$ cat src/rtl/lcl_irq_pkg.sv
package lcl_irq_pkg;
  localparam int NUM_SRC = 6;
  localparam int NUM_HW  = 4;
  localparam int NUM_SW  = NUM_SRC - NUM_HW;
  localparam int PIN_W   = 6;
  localparam int CTRL_W  = 3;

  localparam int SRC_WD   = 0;
  localparam int SRC_CMP  = 1;
  localparam int SRC_TMR  = 2;
  localparam int SRC_PERF = 3;

  localparam int CTL_EIC     = 0;
  localparam int CTL_TMR_RT  = 1;
  localparam int CTL_PERF_RT = 2;

  localparam logic [7:0] OFS_CTRL  = 8'h00;
  localparam logic [7:0] OFS_PEND  = 8'h04;
  localparam logic [7:0] OFS_MASK  = 8'h08;
  localparam logic [7:0] OFS_MCLR  = 8'h0C;
  localparam logic [7:0] OFS_MSET  = 8'h10;
  localparam logic [7:0] OFS_SWSET = 8'h14;
  localparam logic [7:0] OFS_PCLR  = 8'h18;

  typedef struct packed {
    logic             pin_en;
    logic             nmi_en;
    logic             yq_en;
    logic [PIN_W-1:0] pin;
  } route_t;

  // route words: three at 0x40.., a gap, three at 0x50..
  function automatic logic [7:0] route_ofs(input int idx);
    if (idx < 3) return 8'(8'h40 + 4 * idx);
    else         return 8'(8'h50 + 4 * (idx - 3));
  endfunction
endpackage

$ cat src/rtl/lcl_irq_regs.sv
module lcl_irq_regs
  import lcl_irq_pkg::*;
#(
  parameter int ADDR_W = 8
) (
  input  logic                        clk_i,
  input  logic                        rst_ni,
  input  logic                        wr_i,
  input  logic [ADDR_W-1:0]           addr_i,
  input  logic [31:0]                 wdata_i,
  input  logic [NUM_SRC-1:0]          pend_i,
  output logic [31:0]                 rdata_o,
  output logic [CTRL_W-1:0]           ctrl_o,
  output logic [NUM_SRC-1:0]          mask_o,
  output route_t [NUM_SRC-1:0]        route_o,
  output logic [NUM_SW-1:0]           sw_set_o,
  output logic [NUM_SRC-1:0]          pend_clr_o
);
  logic unused_wdata;
  assign unused_wdata = ^wdata_i[28:PIN_W];

  function automatic logic hit(input logic [ADDR_W-1:0] a, input logic [7:0] ofs);
    return a == ADDR_W'(ofs);
  endfunction

  always_ff @(posedge clk_i or negedge rst_ni) begin
    if (!rst_ni) begin
      ctrl_o  <= '0;
      mask_o  <= '0;
      route_o <= '0;
    end else if (wr_i) begin
      if (hit(addr_i, OFS_CTRL)) ctrl_o <= wdata_i[CTRL_W-1:0];
      if (hit(addr_i, OFS_MSET)) mask_o <= mask_o | wdata_i[NUM_SRC-1:0];
      if (hit(addr_i, OFS_MCLR)) mask_o <= mask_o & ~wdata_i[NUM_SRC-1:0];
      for (int i = 0; i < NUM_SRC; i++)
        if (hit(addr_i, route_ofs(i)))
          route_o[i] <= '{pin_en: wdata_i[31], nmi_en: wdata_i[30],
                          yq_en: wdata_i[29], pin: wdata_i[PIN_W-1:0]};
    end
  end

  assign sw_set_o   = (wr_i && hit(addr_i, OFS_SWSET)) ? wdata_i[NUM_SRC-1:NUM_HW] : '0;
  assign pend_clr_o = (wr_i && hit(addr_i, OFS_PCLR))  ? wdata_i[NUM_SRC-1:0]      : '0;

  always_comb begin
    rdata_o = '0;
    if (hit(addr_i, OFS_CTRL)) rdata_o[CTRL_W-1:0]  = ctrl_o;
    if (hit(addr_i, OFS_PEND)) rdata_o[NUM_SRC-1:0] = pend_i;
    if (hit(addr_i, OFS_MASK)) rdata_o[NUM_SRC-1:0] = mask_o;
    for (int i = 0; i < NUM_SRC; i++)
      if (hit(addr_i, route_ofs(i))) begin
        rdata_o[31]         = route_o[i].pin_en;
        rdata_o[30]         = route_o[i].nmi_en;
        rdata_o[29]         = route_o[i].yq_en;
        rdata_o[PIN_W-1:0]  = route_o[i].pin;
      end
  end
endmodule

$ cat src/rtl/lcl_irq_pend.sv
module lcl_irq_pend
  import lcl_irq_pkg::*;
(
  input  logic               clk_i,
  input  logic               rst_ni,
  input  logic [NUM_HW-1:0]  hw_pulse_i,
  input  logic [NUM_SW-1:0]  sw_set_i,
  input  logic [NUM_SRC-1:0] clr_i,
  output logic [NUM_SRC-1:0] pend_o
);
  // a new event beats a clear in the same cycle
  always_ff @(posedge clk_i or negedge rst_ni) begin
    if (!rst_ni) pend_o <= '0;
    else         pend_o <= (pend_o & ~clr_i) | {sw_set_i, hw_pulse_i};
  end
endmodule

$ cat src/rtl/lcl_irq_route.sv
module lcl_irq_route
  import lcl_irq_pkg::*;
#(
  parameter int NUM_PINS = 8,
  parameter int DFLT_PIN = 5
) (
  input  logic [NUM_SRC-1:0]   pend_i,
  input  logic [NUM_SRC-1:0]   mask_i,
  input  logic [CTRL_W-1:0]    ctrl_i,
  input  route_t [NUM_SRC-1:0] route_i,
  output logic [NUM_PINS-1:0]  pin_o,
  output logic                 nmi_o,
  output logic                 yq_o,
  output logic [PIN_W-1:0]     eic_o
);
  logic [NUM_SRC-1:0]  act;
  logic [NUM_SRC-1:0]  fixed;
  logic [NUM_PINS-1:0] pins;
  logic [PIN_W-1:0]    enc;

  assign act = pend_i & mask_i;

  always_comb begin
    fixed           = '0;
    fixed[SRC_TMR]  = !ctrl_i[CTL_TMR_RT];
    fixed[SRC_PERF] = !ctrl_i[CTL_PERF_RT];
  end

  always_comb begin
    pins  = '0;
    nmi_o = 1'b0;
    yq_o  = 1'b0;
    for (int s = 0; s < NUM_SRC; s++) begin
      if (act[s]) begin
        if (fixed[s]) begin
          pins[DFLT_PIN] = 1'b1;
        end else begin
          for (int p = 0; p < NUM_PINS; p++)
            if (route_i[s].pin_en && route_i[s].pin == PIN_W'(p)) pins[p] = 1'b1;
          nmi_o = nmi_o | route_i[s].nmi_en;
          yq_o  = yq_o  | route_i[s].yq_en;
        end
      end
    end
  end

  // ascending scan: last hit is the highest pin
  always_comb begin
    enc = '0;
    for (int p = 0; p < NUM_PINS; p++)
      if (pins[p]) enc = PIN_W'(p + 1);
  end

  assign pin_o = ctrl_i[CTL_EIC] ? '0  : pins;
  assign eic_o = ctrl_i[CTL_EIC] ? enc : '0;
endmodule

$ cat src/rtl/lcl_irq_unit.sv
module lcl_irq_unit
  import lcl_irq_pkg::*;
#(
  parameter int ADDR_W   = 8,
  parameter int NUM_PINS = 8,
  parameter int DFLT_PIN = 5
) (
  input  logic                clk_i,
  input  logic                rst_ni,
  input  logic                wr_i,
  input  logic [ADDR_W-1:0]   addr_i,
  input  logic [31:0]         wdata_i,
  output logic [31:0]         rdata_o,
  input  logic [NUM_HW-1:0]   hw_pulse_i,
  output logic [NUM_PINS-1:0] pin_o,
  output logic                nmi_o,
  output logic                yq_o,
  output logic [PIN_W-1:0]    eic_o
);
  logic [CTRL_W-1:0]    ctrl;
  logic [NUM_SRC-1:0]   mask;
  logic [NUM_SRC-1:0]   pend;
  logic [NUM_SRC-1:0]   pend_clr;
  logic [NUM_SW-1:0]    sw_set;
  route_t [NUM_SRC-1:0] routes;

  lcl_irq_regs #(.ADDR_W(ADDR_W)) u_regs (
    .clk_i, .rst_ni, .wr_i, .addr_i, .wdata_i,
    .pend_i(pend), .rdata_o, .ctrl_o(ctrl), .mask_o(mask),
    .route_o(routes), .sw_set_o(sw_set), .pend_clr_o(pend_clr)
  );

  lcl_irq_pend u_pend (
    .clk_i, .rst_ni, .hw_pulse_i, .sw_set_i(sw_set),
    .clr_i(pend_clr), .pend_o(pend)
  );

  lcl_irq_route #(.NUM_PINS(NUM_PINS), .DFLT_PIN(DFLT_PIN)) u_route (
    .pend_i(pend), .mask_i(mask), .ctrl_i(ctrl), .route_i(routes),
    .pin_o, .nmi_o, .yq_o, .eic_o
  );
endmodule

$ cat config.mk
export PLATFORM = sky130hd
export DESIGN_NAME = lcl_irq_unit
export DESIGN_NICKNAME = d
export VERILOG_FILES = /design/src/rtl/lcl_irq_pkg.sv /design/src/rtl/lcl_irq_regs.sv /design/src/rtl/lcl_irq_pend.sv /design/src/rtl/lcl_irq_route.sv /design/src/rtl/lcl_irq_unit.sv
export SDC_FILE = /design/constraint.sdc
export NUM_CORES = 1
export LEC_CHECK = 0
export BUFFER_PORTS_ARGS = -buffer_cell sky130_fd_sc_hd__buf_2
export CORE_MARGIN = 8
export CORE_UTILIZATION = 55
export DETAILED_ROUTE_END_ITERATION = 16
export PLACE_DENSITY_LB_ADDON = 0.12
export SYNTH_ARGS = -nofsm -noshare
export SYNTH_HDL_FRONTEND = slang
export SYNTH_SLANG_ARGS = --single-unit
$ cat constraint.sdc
create_clock -name clk_i -period 2.19 [get_ports clk_i]
set_input_delay 0.1095 -clock clk_i [delete_from_list [all_inputs] [get_ports clk_i]]
set_output_delay 0.1095 -clock clk_i [all_outputs]
set_load 0.005 [all_outputs]
After elaboration in Yosys (flattened, before gate mapping)
Cells that the tools add are included.

Bits in registers: 69. Bits in latches: 0. RAM bits: 0. Memory bits (read-only): 0. Input bits: 47. Memories: 0.

$add $sub $neg: 0. Multiply operators: 0. Divide/modulo/power cells: 0. $lt $le $gt $ge: 0. Eq/ne operators: 60. Shifts and indexed selects: 0. Muxes and demuxes: 111. Bitwise operators: 17. Reductions and logical operators: 66.

Operators by type and width (number): $eq 6x3->1 const B (24); $mux 6 (18); $mux 8 (13); $eq 6x2->1 const B (12); $mux 1 (67); $logic_and 1x1->1 (50); $eq 8x7->1 const B (6); $eq 8x8->1 (6); $eq 6x1->1 const B (6); $logic_not 6->1 (6); $eq 8x5->1 const B (3); $mux 3 (7); $and 6x6->6 (3); $eq 8x4->1 const B (2); $reduce_and 2->1 (8); $not 6->6 (2); $or 6x6->6 (2); $mux 5 (2); $or 1x1->1 (10); $eq 8x3->1 const B (1); $logic_not 8->1 (1); $mux 2 (4); $reduce_bool 2->1 (1).

Longest topological paths before layout
Gate-level depths: netlist of run 1.

Depth after elaboration: 25. Depth in mapped cells: 8.

Hierarchy
From an unflattened synthesis of run 1, not the netlist that was laid out.

Cell total of the unflattened synthesis: 471. Area total of the unflattened synthesis: 4570.6 sq um.

By module, submodules not included: lcl_irq_regs (instances 1, cells an instance 310, area an instance 3438.3 sq um); lcl_irq_route (instances 1, cells an instance 143, area an instance 914.6 sq um); lcl_irq_pend (instances 1, cells an instance 18, area an instance 217.7 sq um).

Worst setup path after synthesis of run 1
No wires, ideal clock.

Path type: reg-to-output. Start point: register u_pend.pend_o[1]. End point: output port eic_o[0]. Arrival: 1.926 ns. Path slack: 0.155 ns. Cell stages (with the launch flop): 7. Path buffers: 0. Cell sequence: dfrtp_1 and3_4 and2_1 a32o_1 or4_4 or3_1 o211ai_2.

Longest elaborated chain between the ends: 21. Elaborated cells on any way between the ends: 53. Those cells by class: mux: 52; bitwise: 1.

RTL lines: from (decl) (line lcl_irq_pend.sv:9) `output logic [NUM_SRC-1:0] pend_o`; from (signal assigned) (line lcl_irq_pend.sv:14) `else pend_o <= (pend_o & ~clr_i) | {sw_set_i, hw_pulse_i};`; $and 6x6->6 (*) (line lcl_irq_route.sv:21) `assign act = pend_i & mask_i;`; $mux 8 (*) (line lcl_irq_route.sv:34) `if (act[s]) begin`; $mux 1 (line lcl_irq_route.sv:39) `if (route_i[s].pin_en && route_i[s].pin == PIN_W'(p)) pins[p] = 1'b1;`; $mux 5 (line lcl_irq_route.sv:35) `if (fixed[s]) begin`; $mux 8 (*) (line lcl_irq_route.sv:34); $mux 1 (line lcl_irq_route.sv:39); $mux 5 (line lcl_irq_route.sv:35); $mux 8 (*) (line lcl_irq_route.sv:34); $mux 1 (line lcl_irq_route.sv:39); $mux 8 (*) (line lcl_irq_route.sv:34); $mux 1 (line lcl_irq_route.sv:39); $mux 8 (*) (line lcl_irq_route.sv:34); $mux 1 (line lcl_irq_route.sv:51) `if (pins[p]) enc = PIN_W'(p + 1);`; $mux 2 (line lcl_irq_route.sv:51); $mux 6 (5 in series) (line lcl_irq_route.sv:51); $mux 6 (*) (line lcl_irq_route.sv:51); $mux 6 (*) (line lcl_irq_route.sv:55) `assign eic_o = ctrl_i[CTL_EIC] ? enc : '0;`; to (decl) (line lcl_irq_unit.sv:18) `output logic [PIN_W-1:0] eic_o`.

Mark *: on every way between the ends. The rest lies on a longest branch, timed or not.

Worst setup path in the final report of run 1
Start point: register u_regs.route_o[44] (netlist bit). End point: output port eic_o[0].

Longest elaborated chain between the ends: 14. Elaborated cells on any way between the ends: 35. Those cells by class: mux: 27; reduce/logical: 8.

RTL lines: from (decl) (line lcl_irq_regs.sv:15) `output route_t [NUM_SRC-1:0] route_o,`; from (signal, indexed assignment) (line lcl_irq_regs.sv:37) `route_o[i] <= '{pin_en: wdata_i[31], nmi_en: wdata_i[30],`; $logic_and 1x1->1 (line lcl_irq_route.sv:39); $mux 1 (line lcl_irq_route.sv:39); $mux 8 (*) (line lcl_irq_route.sv:34); $mux 1 (line lcl_irq_route.sv:39); $mux 8 (*) (line lcl_irq_route.sv:34); $mux 1 (line lcl_irq_route.sv:51); $mux 2 (line lcl_irq_route.sv:51); $mux 6 (5 in series) (line lcl_irq_route.sv:51); $mux 6 (*) (line lcl_irq_route.sv:51); $mux 6 (*) (line lcl_irq_route.sv:55).

Marked as above.

==> reports/metrics.cfg, run 1 <==
[routing]
ant_nets = 0
drc = 0
via_per_inst = 6.262
drt-pass1-iter-count = 7
wl_per_cell_um = 21.75
drt_iter0_drc = 456
routed_wl_um = 14440
dr_total_vias = 4158

[yosys]
ys_warn_count = 0
synth.distinct_cells = 67
syn_inst = 437
synth_area_mm2 = 0.004314
synth_ff_type = dfrtp_1
syn_avg_cell_area_um2 = 9.872
synth_edf_count = 0
synth-seq-area-share = 0.4002
async_reset_ff_frac = 1.000
ys_ff_latch = 69

[die]
start_util = 0.5641
ioPinCount = 95
die_h_um = 104.6
fp-row-count = 32
dieWidth_um = 104.6
core_mm2 = 0.007647
die-area_mm2 = 0.01093

[critical_path]
critical_path.max_stage_delay_ps = 550
rr_startpoint = u_regs.route_o[48]$_DFFE_PN0P_
cp-end-kind = output pin
critical_path_buf_inv_count = 1
worstSetupStartpointType = register
path_cells = or3b_4 > nor3_4 > a32o_2 > or4_4 > or3_4 > o211ai_2 > buf_2
rrSetupSlack_ps = 1160
worst_path_max_delay_cell = or4_4
cp_max_fo = 4
reg2reg_to = u_regs.route_o[48]$_DFFE_PN0P_
crit_family = simple AND/OR/NAND/NOR gates
path_class = reg2out
crit_arrival_ps = 2500
r2r_cells = 3
crit_required_ps = 2080

[power_and_ir_drop]
pwr-share-clk = 0.402
p_sw_frac = 0.2630
p_int_w = 0.002237
seq_power_share = 0.459
powerDensity_mw_per_mm2 = 541.9
switchingPower_w = 0.0007982
pwr-share-comb = 0.139
p_leak_nw = 2.683
peakVddDrop_uv = 437.2

[sta]
rsz0062_at_grt = yes
hold_viol = 0
setup_slack_ps = -416.3
fin_skew_ps = 0
setup_viol = 10
fin_crit_ps = 2606
max_slew.worst_pin.slew_ps = 576.6
slew_viol_final = 0
period_share = 1.190
relSlewSlack = 0.6156
max_freq_mhz = 383.7

[clocking]
htreeDepth = 3
cts-root-buf = clkbuf_8
path_clk_slew_ps = 80
cts_sinks = 69
cts.path.max_buffers = 2
cts_tree = done
clk_latency_ps = 340
numCtsBuffers = 9

[place]
dp.cells = 635
portBuffers = 46
place.gp.congestion = 0.9437
post-place-ws_ps = -50.46
dp_hpwl_um = 10600

[outcome]
violations = negative setup slack
outcome = complete, but fails checks

[final_layout]
drive_gt1_frac = 0.4502
antenna_cells = 0
final_nets = 604
layout_commonest_cell = buf_4
final_cell_mix = buf_4, dfrtp_1, mux2_2
fin_cells = 664
syn2layout_area_growth_pct = 29.84

[global_routing]
grt_pass1_wl_um = 22340
track_usage = 0.2572
globalRouteOverflowTotal = 0
grt_pass1_vias = 4249
grt_max_degree = 47
grt_antenna_before_repair = 0

[hold_path]
hp-class = in2reg
holdCritStartpoint = wdata_i[30]
holdPathEnd = u_regs.route_o[25]$_DFFE_PN0P_
hold_path_depth = 2

[job]
drv_cap = 0

state kept, by name, summed over array words and instances, names as in the netlist, named ones only:
name,flops
u_regs.ctrl_o,3
u_regs.route_o,54
u_pend.pend_o,6
layout make-up:
cell class              count  area, um^2
well taps                 102       127.6
flip-flops and latches     69        1727
inverters                   7       26.28
multi-input cells         340        2591
clock inverters             5       81.33
repair buffers            130       897.1
clock buffers              11       151.4
fillers                   570        2046
synthesized netlist by cell type, drive strengths merged (7+ instances only):
master  number  area share
dfrtp       69        0.40
mux2        63        0.16
nand2       44       0.039
nor2        32       0.028
buf         30       0.050
nand3       20       0.024
clkbuf      15       0.013
nor3        12       0.017
nor2b        9       0.013
and2         8       0.012
nand4        8       0.012
a21oi        7      0.0081
a22oi        7       0.012
inv          7      0.0061
nor4b        7       0.014
power by group through the flow:
stage	logic (W)	clock network [W]	registers (W)
2_1_floorplan	0.000198	0	0.00141
3_3_place_gp	0.000360	0	0.00141
3_5_place_dp	0.000368	0	0.00141
4_1_cts	0.000401	0.00123	0.00139
5_1_grt	0.000454	0.00128	0.00140
6_report	0.000422	0.00122	0.00139
stage by stage:
stage          area [um^2]  utilization  hold WS (ps)  TNS [ps]  total power (W)
6_report              5602       0.7325         74.32     -2050         0.003035
3_3_place_gp          5036       0.6585         124.2    -20.41         0.001769
3_5_place_dp          5036       0.6585         140.9    -65.75         0.001780
5_1_grt               5602       0.7325         67.33     -2913         0.003131
4_1_cts               5459       0.7138         67.27     -1715         0.003016
2_1_floorplan         4404            -        -186.1         0         0.001605
metal layers:
metal / track usage / share of wire / vias up
met4: 0.1334 / 0.037 / 0
met5: 0 / 0 / -
met3: 0.08231 / 0.090 / 47
met1: 0.3011 / 0.40 / 2035
li1: - / - / 1843
met2: 0.4148 / 0.48 / 233
what timing repair did:
item | CTS | global route
hold endpoints to repair | 27 | 0
hold buffers | 5 | 0
gates resized for setup | 25 | 25
pin swaps | 11 | 17
endpoints found under the setup margin | 12 | 14
setup buffers | 6 | 5
cell families after synthesis:
logic type	Yosys count	share of synthesized area
other	1	0.0008692
muxes	64	0.1668
buffers and inverters	52	0.06903
and+or+nand+nor	177	0.2271
DFF	69	0.4002
AOI/OAI and AO/OA	74	0.1360
how the worst max path moves through the flow:
| stage | from | endpoint | slack (ps) | cells after the start |
|---|---|---|---|---|
| 6_report | u_regs.route_o[44]$_DFFE_PN0P_ | eic_o[0] | -420 | 7 |
| 4_1_cts | u_regs.route_o[44]$_DFFE_PN0P_ | eic_o[0] | -380 | 7 |
| 3_5_place_dp | u_regs.route_o[41]$_DFFE_PN0P_ | eic_o[0] | -50 | 7 |
| 3_3_place_gp | u_regs.route_o[41]$_DFFE_PN0P_ | eic_o[0] | -20 | 7 |
| 5_1_grt | u_regs.route_o[48]$_DFFE_PN0P_ | eic_o[0] | -480 | 9 |
| 2_1_floorplan | u_pend.pend_o[1]$_DFF_PN0_ | eic_o[0] | 150 | 6 |
Note: power is estimated with default switching activity, not from simulation.
==> run 2, diff against run 1 <==
--- a/config.mk
+++ b/config.mk
@@ -6,8 +6,9 @@
 export NUM_CORES = 1
 export LEC_CHECK = 0
 export BUFFER_PORTS_ARGS = -buffer_cell sky130_fd_sc_hd__buf_2
+export CORE_ASPECT_RATIO = 1.4
 export CORE_MARGIN = 8
-export CORE_UTILIZATION = 55
+export CORE_UTILIZATION = 25
 export DETAILED_ROUTE_END_ITERATION = 16
 export PLACE_DENSITY_LB_ADDON = 0.12
 export SYNTH_ARGS = -nofsm -noshare
==> constraint.sdc (replaced) <==
create_clock -name clk_i -period 2.19 [get_ports clk_i]
set_input_delay 0.438 -clock clk_i [delete_from_list [all_inputs] [get_ports clk_i]]
set_output_delay 0.438 -clock clk_i [all_outputs]
set_load 0.005 [all_outputs]
==> reports/metrics.cfg, run 2 (synthesis gave the netlist of run 1 again) <==
[sta]
fin_skew_ps = 0  ; unchanged
setup_viol = 26  ; was 10
final.setup.tns_ps = -7767  ; was -2050 ps
rsz0062_at_grt = yes  ; unchanged
hold_viol = 0  ; unchanged
max_freq_mhz = 351.0  ; was 383.7 MHz
fin_crit_ps = 2849  ; was 2606 ps
slew_viol_final = 0  ; unchanged
period_share = 1.301  ; was 1.190
setup_slack_ps = -659.3  ; was -416.3 ps

[routing]
routed_wl_um = 17350  ; was 14440 um
dr_total_vias = 4189  ; was 4158
drt_iter0_drc = 159  ; was 456
via_per_inst = 5.011  ; was 6.262
drt-pass1-iter-count = 4  ; was 7
wl_per_cell_um = 20.75  ; was 21.75 um
drc = 0  ; unchanged
ant_nets = 0  ; unchanged

[job]
drv_cap = 0  ; unchanged

[clocking]
path_clk_slew_ps = 60  ; was 80 ps
cts.path.max_buffers = 2  ; unchanged
clk_latency_ps = 330  ; was 340 ps
htreeDepth = 3  ; unchanged
numCtsBuffers = 9  ; unchanged
cts_sinks = 69  ; unchanged
cts_tree = done  ; unchanged
cts-root-buf = clkbuf_16  ; was clkbuf_8

[final_layout]
layout.filler_cells = 1690  ; was 570
largest_reg_flops = 54  ; unchanged
reg_top3 = u_regs.route_o x54, u_pend.pend_o x6, u_regs.ctrl_o x3  ; unchanged
fin_cells = 836  ; was 664
layout_commonest_cell = buf_4  ; unchanged
final_nets = 672  ; was 604
syn2layout_area_growth_pct = 57.77  ; was 29.84%
register_area_mm2 = 0.001727  ; unchanged
stdcell_area_mm2 = 0.006807  ; was 0.005602 mm^2
antenna_cells = 0  ; unchanged
drive_gt1_frac = 0.5762  ; was 0.4502
multi_input_area_mm2 = 0.002910  ; was 0.002591 mm^2
largest_register = u_regs.route_o  ; unchanged
final_cell_mix = buf_4, dfrtp_1, mux2_2  ; unchanged

[global_routing]
grt_pass1_wl_um = 26620  ; was 22340 um
grt_antenna_before_repair = 0  ; unchanged
grt_max_degree = 70  ; was 47
track_usage = 0.1625  ; was 0.2572
globalRouteOverflowTotal = 0  ; unchanged
grt_pass1_vias = 4551  ; was 4249

[die]
fp-row-count = 57  ; was 32
core_mm2 = 0.01712  ; was 0.007647 mm^2
die-area_mm2 = 0.02178  ; was 0.01093 mm^2
ioPinCount = 95  ; unchanged
dieWidth_um = 127.0  ; was 104.6 um
start_util = 0.2520  ; was 0.5641
die_h_um = 171.4  ; was 104.6 um

[outcome]
outcome = complete, but fails checks  ; unchanged
violations = negative setup slack  ; unchanged

[critical_path]
cp-end-kind = output pin  ; unchanged
reg2reg_to = u_regs.route_o[50]$_DFFE_PN0P_  ; was u_regs.route_o[48]$_DFFE_PN0P_
rr_startpoint = u_regs.route_o[50]$_DFFE_PN0P_  ; was u_regs.route_o[48]$_DFFE_PN0P_
rrSetupSlack_ps = 1140  ; was 1160 ps
r2r_cells = 3  ; unchanged
cp_max_fo = 4  ; unchanged
worstSetupStartpointType = register  ; unchanged
path_class = reg2out  ; unchanged
crit_arrival_ps = 2410  ; was 2500 ps
crit_required_ps = 1750  ; was 2080 ps

[place]
dp.cells = 807  ; was 635
place.gp.congestion = 0.8827  ; was 0.9437
dp_hpwl_um = 13750  ; was 10600 um
place_area_mm2 = 0.005743  ; was 0.005036 mm^2
portBuffers = 46  ; unchanged

[power_and_ir_drop]
powerDensity_mw_per_mm2 = 533.5  ; was 541.9 mW/mm^2
peakVddDrop_uv = 312.5  ; was 437.2 uV
p_leak_nw = 3.226  ; was 2.683 nW

[hold_path]
hp-class = in2async  ; was in2reg

## run 2: worst max path at each step
stage                              startpoint  cells after the start  endpoint
3_3_place_gp   u_regs.route_o[48]$_DFFE_PN0P_                      8  eic_o[0]
3_5_place_dp   u_regs.route_o[48]$_DFFE_PN0P_                      8  eic_o[0]
4_1_cts        u_regs.route_o[17]$_DFFE_PN0P_                      7  eic_o[0]
6_report       u_regs.route_o[41]$_DFFE_PN0P_                      7  eic_o[1]
2_1_floorplan      u_pend.pend_o[1]$_DFF_PN0_                      6  eic_o[0]
5_1_grt        u_regs.route_o[17]$_DFFE_PN0P_                      7  eic_o[0]
## run 2: metrics by stage
step	total power [W]	setup WS, ps	utilization	hold WS (ps)
3_5_place_dp	0.001862	-497.6	0.3355	501.8
5_1_grt	0.003778	-748.5	0.3977	141.0
6_report	0.003631	-659.3	0.3977	120.2
4_1_cts	0.003645	-717.0	0.3868	136.9
3_3_place_gp	0.001857	-474.8	0.3355	500.3
2_1_floorplan	0.001609	-151.0	-	142.4
## run 2: timing repair
item,in CTS,in global routing
setup buffers,12,6
hold buffers,0,0
pin swaps,41,28
endpoints found under the setup margin,21,21
resized for setup,104,32
## run 2: worst max-delay path, stage by stage, from the launching register on
cell and delay, ps:
dfrtp_1 380, or3b_4 430, or4_4 500, nor3_4 210, or4b_4 170, o211ai_1 80
a21oi_1 170, buf_2 140
## run 2: routing by layer
| metal | track usage | share of wire | vias to the layer above |
|---|---|---|---|
| met5 | 0 | 0 | - |
| met4 | 0.07317 | 0.032 | 0 |
| met3 | 0.02886 | 0.041 | 31 |
| met2 | 0.3084 | 0.54 | 107 |
| met1 | 0.1707 | 0.39 | 2068 |
| li1 | - | - | 1983 |
## run 2: final cells by class
cell class,instances,area share
Multi-Input combinational cell,340,0.4276
Sequential cell,69,0.2537
Timing Repair Buffer,198,0.2261
Tap cell,206,0.03787
Clock buffer,9,0.03309
Clock inverter,7,0.01783
Inverter,7,0.003860
## run 2: report_power, final
part	leakage, nW	switching (W)	total (W)	internal, W
clock	0.170	0.000593	0.00171	0.00112
combinational	2.13	0.000270	0.000531	0.000261
sequential	0.930	0.0000519	0.00139	0.00134
==> run 3, diff against run 2 <==
==> constraint.sdc (replaced) <==
create_clock -name clk_i -period 2.19 [get_ports clk_i]
set_input_delay 0.1095 -clock clk_i [delete_from_list [all_inputs] [get_ports clk_i]]
set_output_delay 0.1095 -clock clk_i [all_outputs]
set_load 0.005 [all_outputs]
==> reports/metrics.cfg, run 3 (synthesis gave the netlist of run 1 again) <==
[routing]
drc = 0  ; unchanged
via_per_inst = 5.150  ; was 5.011
drt-pass1-iter-count = 4  ; unchanged
routed_wl_um = 16970  ; was 17350 um
ant_nets = 0  ; unchanged
wl_per_cell_um = 21.82  ; was 20.75 um
drt_iter0_drc = 211  ; was 159
dr_total_vias = 4007  ; was 4189

[sta]
max_freq_mhz = 385.6  ; was 351.0 MHz
period_share = 1.184  ; was 1.301
hold_viol = 0  ; unchanged
relSlewSlack = 0.6387
rsz0062_at_grt = yes  ; unchanged
setup_viol = 10  ; was 26
max_slew.worst_pin.slew_ps = 537.0
final.setup.tns_ps = -1675  ; was -7767 ps
setup_slack_ps = -403.1  ; was -659.3 ps
fin_skew_ps = 0  ; unchanged
fin_crit_ps = 2593  ; was 2849 ps
slew_viol_final = 0  ; unchanged

[die]
dieWidth_um = 127.0  ; unchanged
fp-row-count = 57  ; unchanged
die_h_um = 171.4  ; unchanged
core_mm2 = 0.01712  ; unchanged
die-area_mm2 = 0.02178  ; unchanged
start_util = 0.2520  ; unchanged
ioPinCount = 95  ; unchanged

[global_routing]
grt_pass1_vias = 4121  ; was 4551
grt_max_degree = 23  ; was 70
globalRouteOverflowTotal = 0  ; unchanged
grt_antenna_before_repair = 0  ; unchanged
track_usage = 0.1557  ; was 0.1625
grt_pass1_wl_um = 25350  ; was 26620 um

[clocking]
cts.path.max_buffers = 2  ; unchanged
htreeDepth = 3  ; unchanged
numCtsBuffers = 9  ; unchanged
clk_latency_ps = 330  ; about the same
cts_sinks = 69  ; unchanged
cts-root-buf = clkbuf_16  ; unchanged
path_clk_slew_ps = 60  ; about the same
cts_tree = done  ; unchanged

[final_layout]
final_nets = 614  ; was 672
layout_commonest_cell = buf_4  ; unchanged
reg_top3 = u_regs.route_o x54, u_pend.pend_o x6, u_regs.ctrl_o x3  ; unchanged
final_cell_mix = buf_4, dfrtp_1, mux2_2  ; unchanged
drive_gt1_frac = 0.4615  ; was 0.5762
fin_cells = 778  ; was 836
antenna_cells = 0  ; unchanged
largest_register = u_regs.route_o  ; unchanged
syn2layout_area_growth_pct = 37.09  ; was 57.77%
largest_reg_flops = 54  ; unchanged

[critical_path]
crit_required_ps = 2080  ; was 1750 ps
r2r_cells = 3  ; unchanged
crit_arrival_ps = 2480  ; was 2410 ps
worstSetupStartpointType = register  ; unchanged
reg2reg_to = u_regs.route_o[48]$_DFFE_PN0P_  ; was u_regs.route_o[50]$_DFFE_PN0P_
path_class = reg2out  ; unchanged
rrSetupSlack_ps = 1120  ; was 1140 ps
rr_startpoint = u_regs.route_o[48]$_DFFE_PN0P_  ; was u_regs.route_o[50]$_DFFE_PN0P_
cp_max_fo = 3  ; was 4
cp-end-kind = output pin  ; unchanged

[hold_path]
hold_path_depth = 2
holdCritStartpoint = wdata_i[30]
holdPathEnd = u_regs.route_o[34]$_DFFE_PN0P_
hp-class = in2reg  ; was in2async

[outcome]
violations = negative setup slack  ; unchanged
outcome = complete, but fails checks  ; unchanged

[place]
dp.cells = 752  ; was 807
portBuffers = 46  ; unchanged
dp_hpwl_um = 13660  ; was 13750 um
place.gp.congestion = 0.8585  ; was 0.8827

[job]
drv_cap = 0  ; unchanged

[power_and_ir_drop]
peakVddDrop_uv = 328.0  ; was 312.5 uV
powerDensity_mw_per_mm2 = 585.0  ; was 533.5 mW/mm^2
p_leak_nw = 2.728  ; was 3.226 nW

-- run 3: how the worst max path moves through the flow --
| stage | startpoint | endpoint | slack, ps |
|---|---|---|---|
| 6_report | register | eic_o[0] | -400 |
| 5_1_grt | register | eic_o[0] | -470 |
| 4_1_cts | u_regs.route_o[44]$_DFFE_PN0P_ | eic_o[0] | -390 |
| 3_5_place_dp | u_regs.route_o[41]$_DFFE_PN0P_ | eic_o[0] | -190 |
| 3_3_place_gp | u_regs.route_o[41]$_DFFE_PN0P_ | eic_o[0] | -140 |
| 2_1_floorplan | u_pend.pend_o[1]$_DFF_PN0_ | eic_o[0] | 150 |
-- run 3: final cells by class --
class / instances / area [um^2]
flip-flops and latches: 69 / 1730
clock buffers: 11 / 242.7
inverters: 7 / 26.28
multi-input cells: 340 / 2606
repair buffers: 140 / 967.2
fillers: 1769 / 11200
well taps: 206 / 257.7
clock inverters: 5 / 83.83
-- run 3: what timing repair did --
action                                  in CTS  in global routing
gates cloned                                 0                  0
pin swaps                                    1                 17
endpoints found under the setup margin      13                 14
hold endpoints to repair                    19                  0
buffers inserted                             1                  6
gates resized for setup                     18                 36
hold buffers                                 5                  0
-- run 3: critical path: stages, from the launching register on --
cell	delay (ps)
dfrtp_1	380
and3_4	210
and2_4	160
a32o_2	270
or4_4	430
or3_4	400
o211ai_2	170
buf_2	140
-- run 3: where the power goes --
| group | internal, W | total, W | switching, W |
|---|---|---|---|
| Sequential | 0.00134 | 0.00140 | 0.0000624 |
| Combinational | 0.000200 | 0.000429 | 0.000228 |
| Clock | 0.00103 | 0.00163 | 0.000600 |
| Total | 0.00257 | 0.00346 | 0.000891 |
-- run 3: routing by layer --
| layer | up-vias | share of wire | track usage |
|---|---|---|---|
| met3 | 23 | 0.049 | 0.02792 |
| met4 | 0 | 0.022 | 0.05449 |
| met5 | - | 0 | 0 |
| met1 | 2019 | 0.39 | 0.1710 |
| met2 | 107 | 0.54 | 0.2929 |
| li1 | 1858 | - | - |
-- run 3: per-stage QoR --
step                      hold slack [ps]  worst slack, ps  power (W)  utilization  cell area, um^2
after global routing                110.3           -470.5   0.003577       0.3455             5914
after detailed placement            85.95           -190.4   0.001806       0.3068             5251
after CTS                           95.84           -393.2   0.003462       0.3331             5702
after floorplan                    -186.1            154.7   0.001605            -             4404
after global placement              77.27           -142.2   0.001803       0.3068             5251
final                               100.5           -403.1   0.003460       0.3455             5914
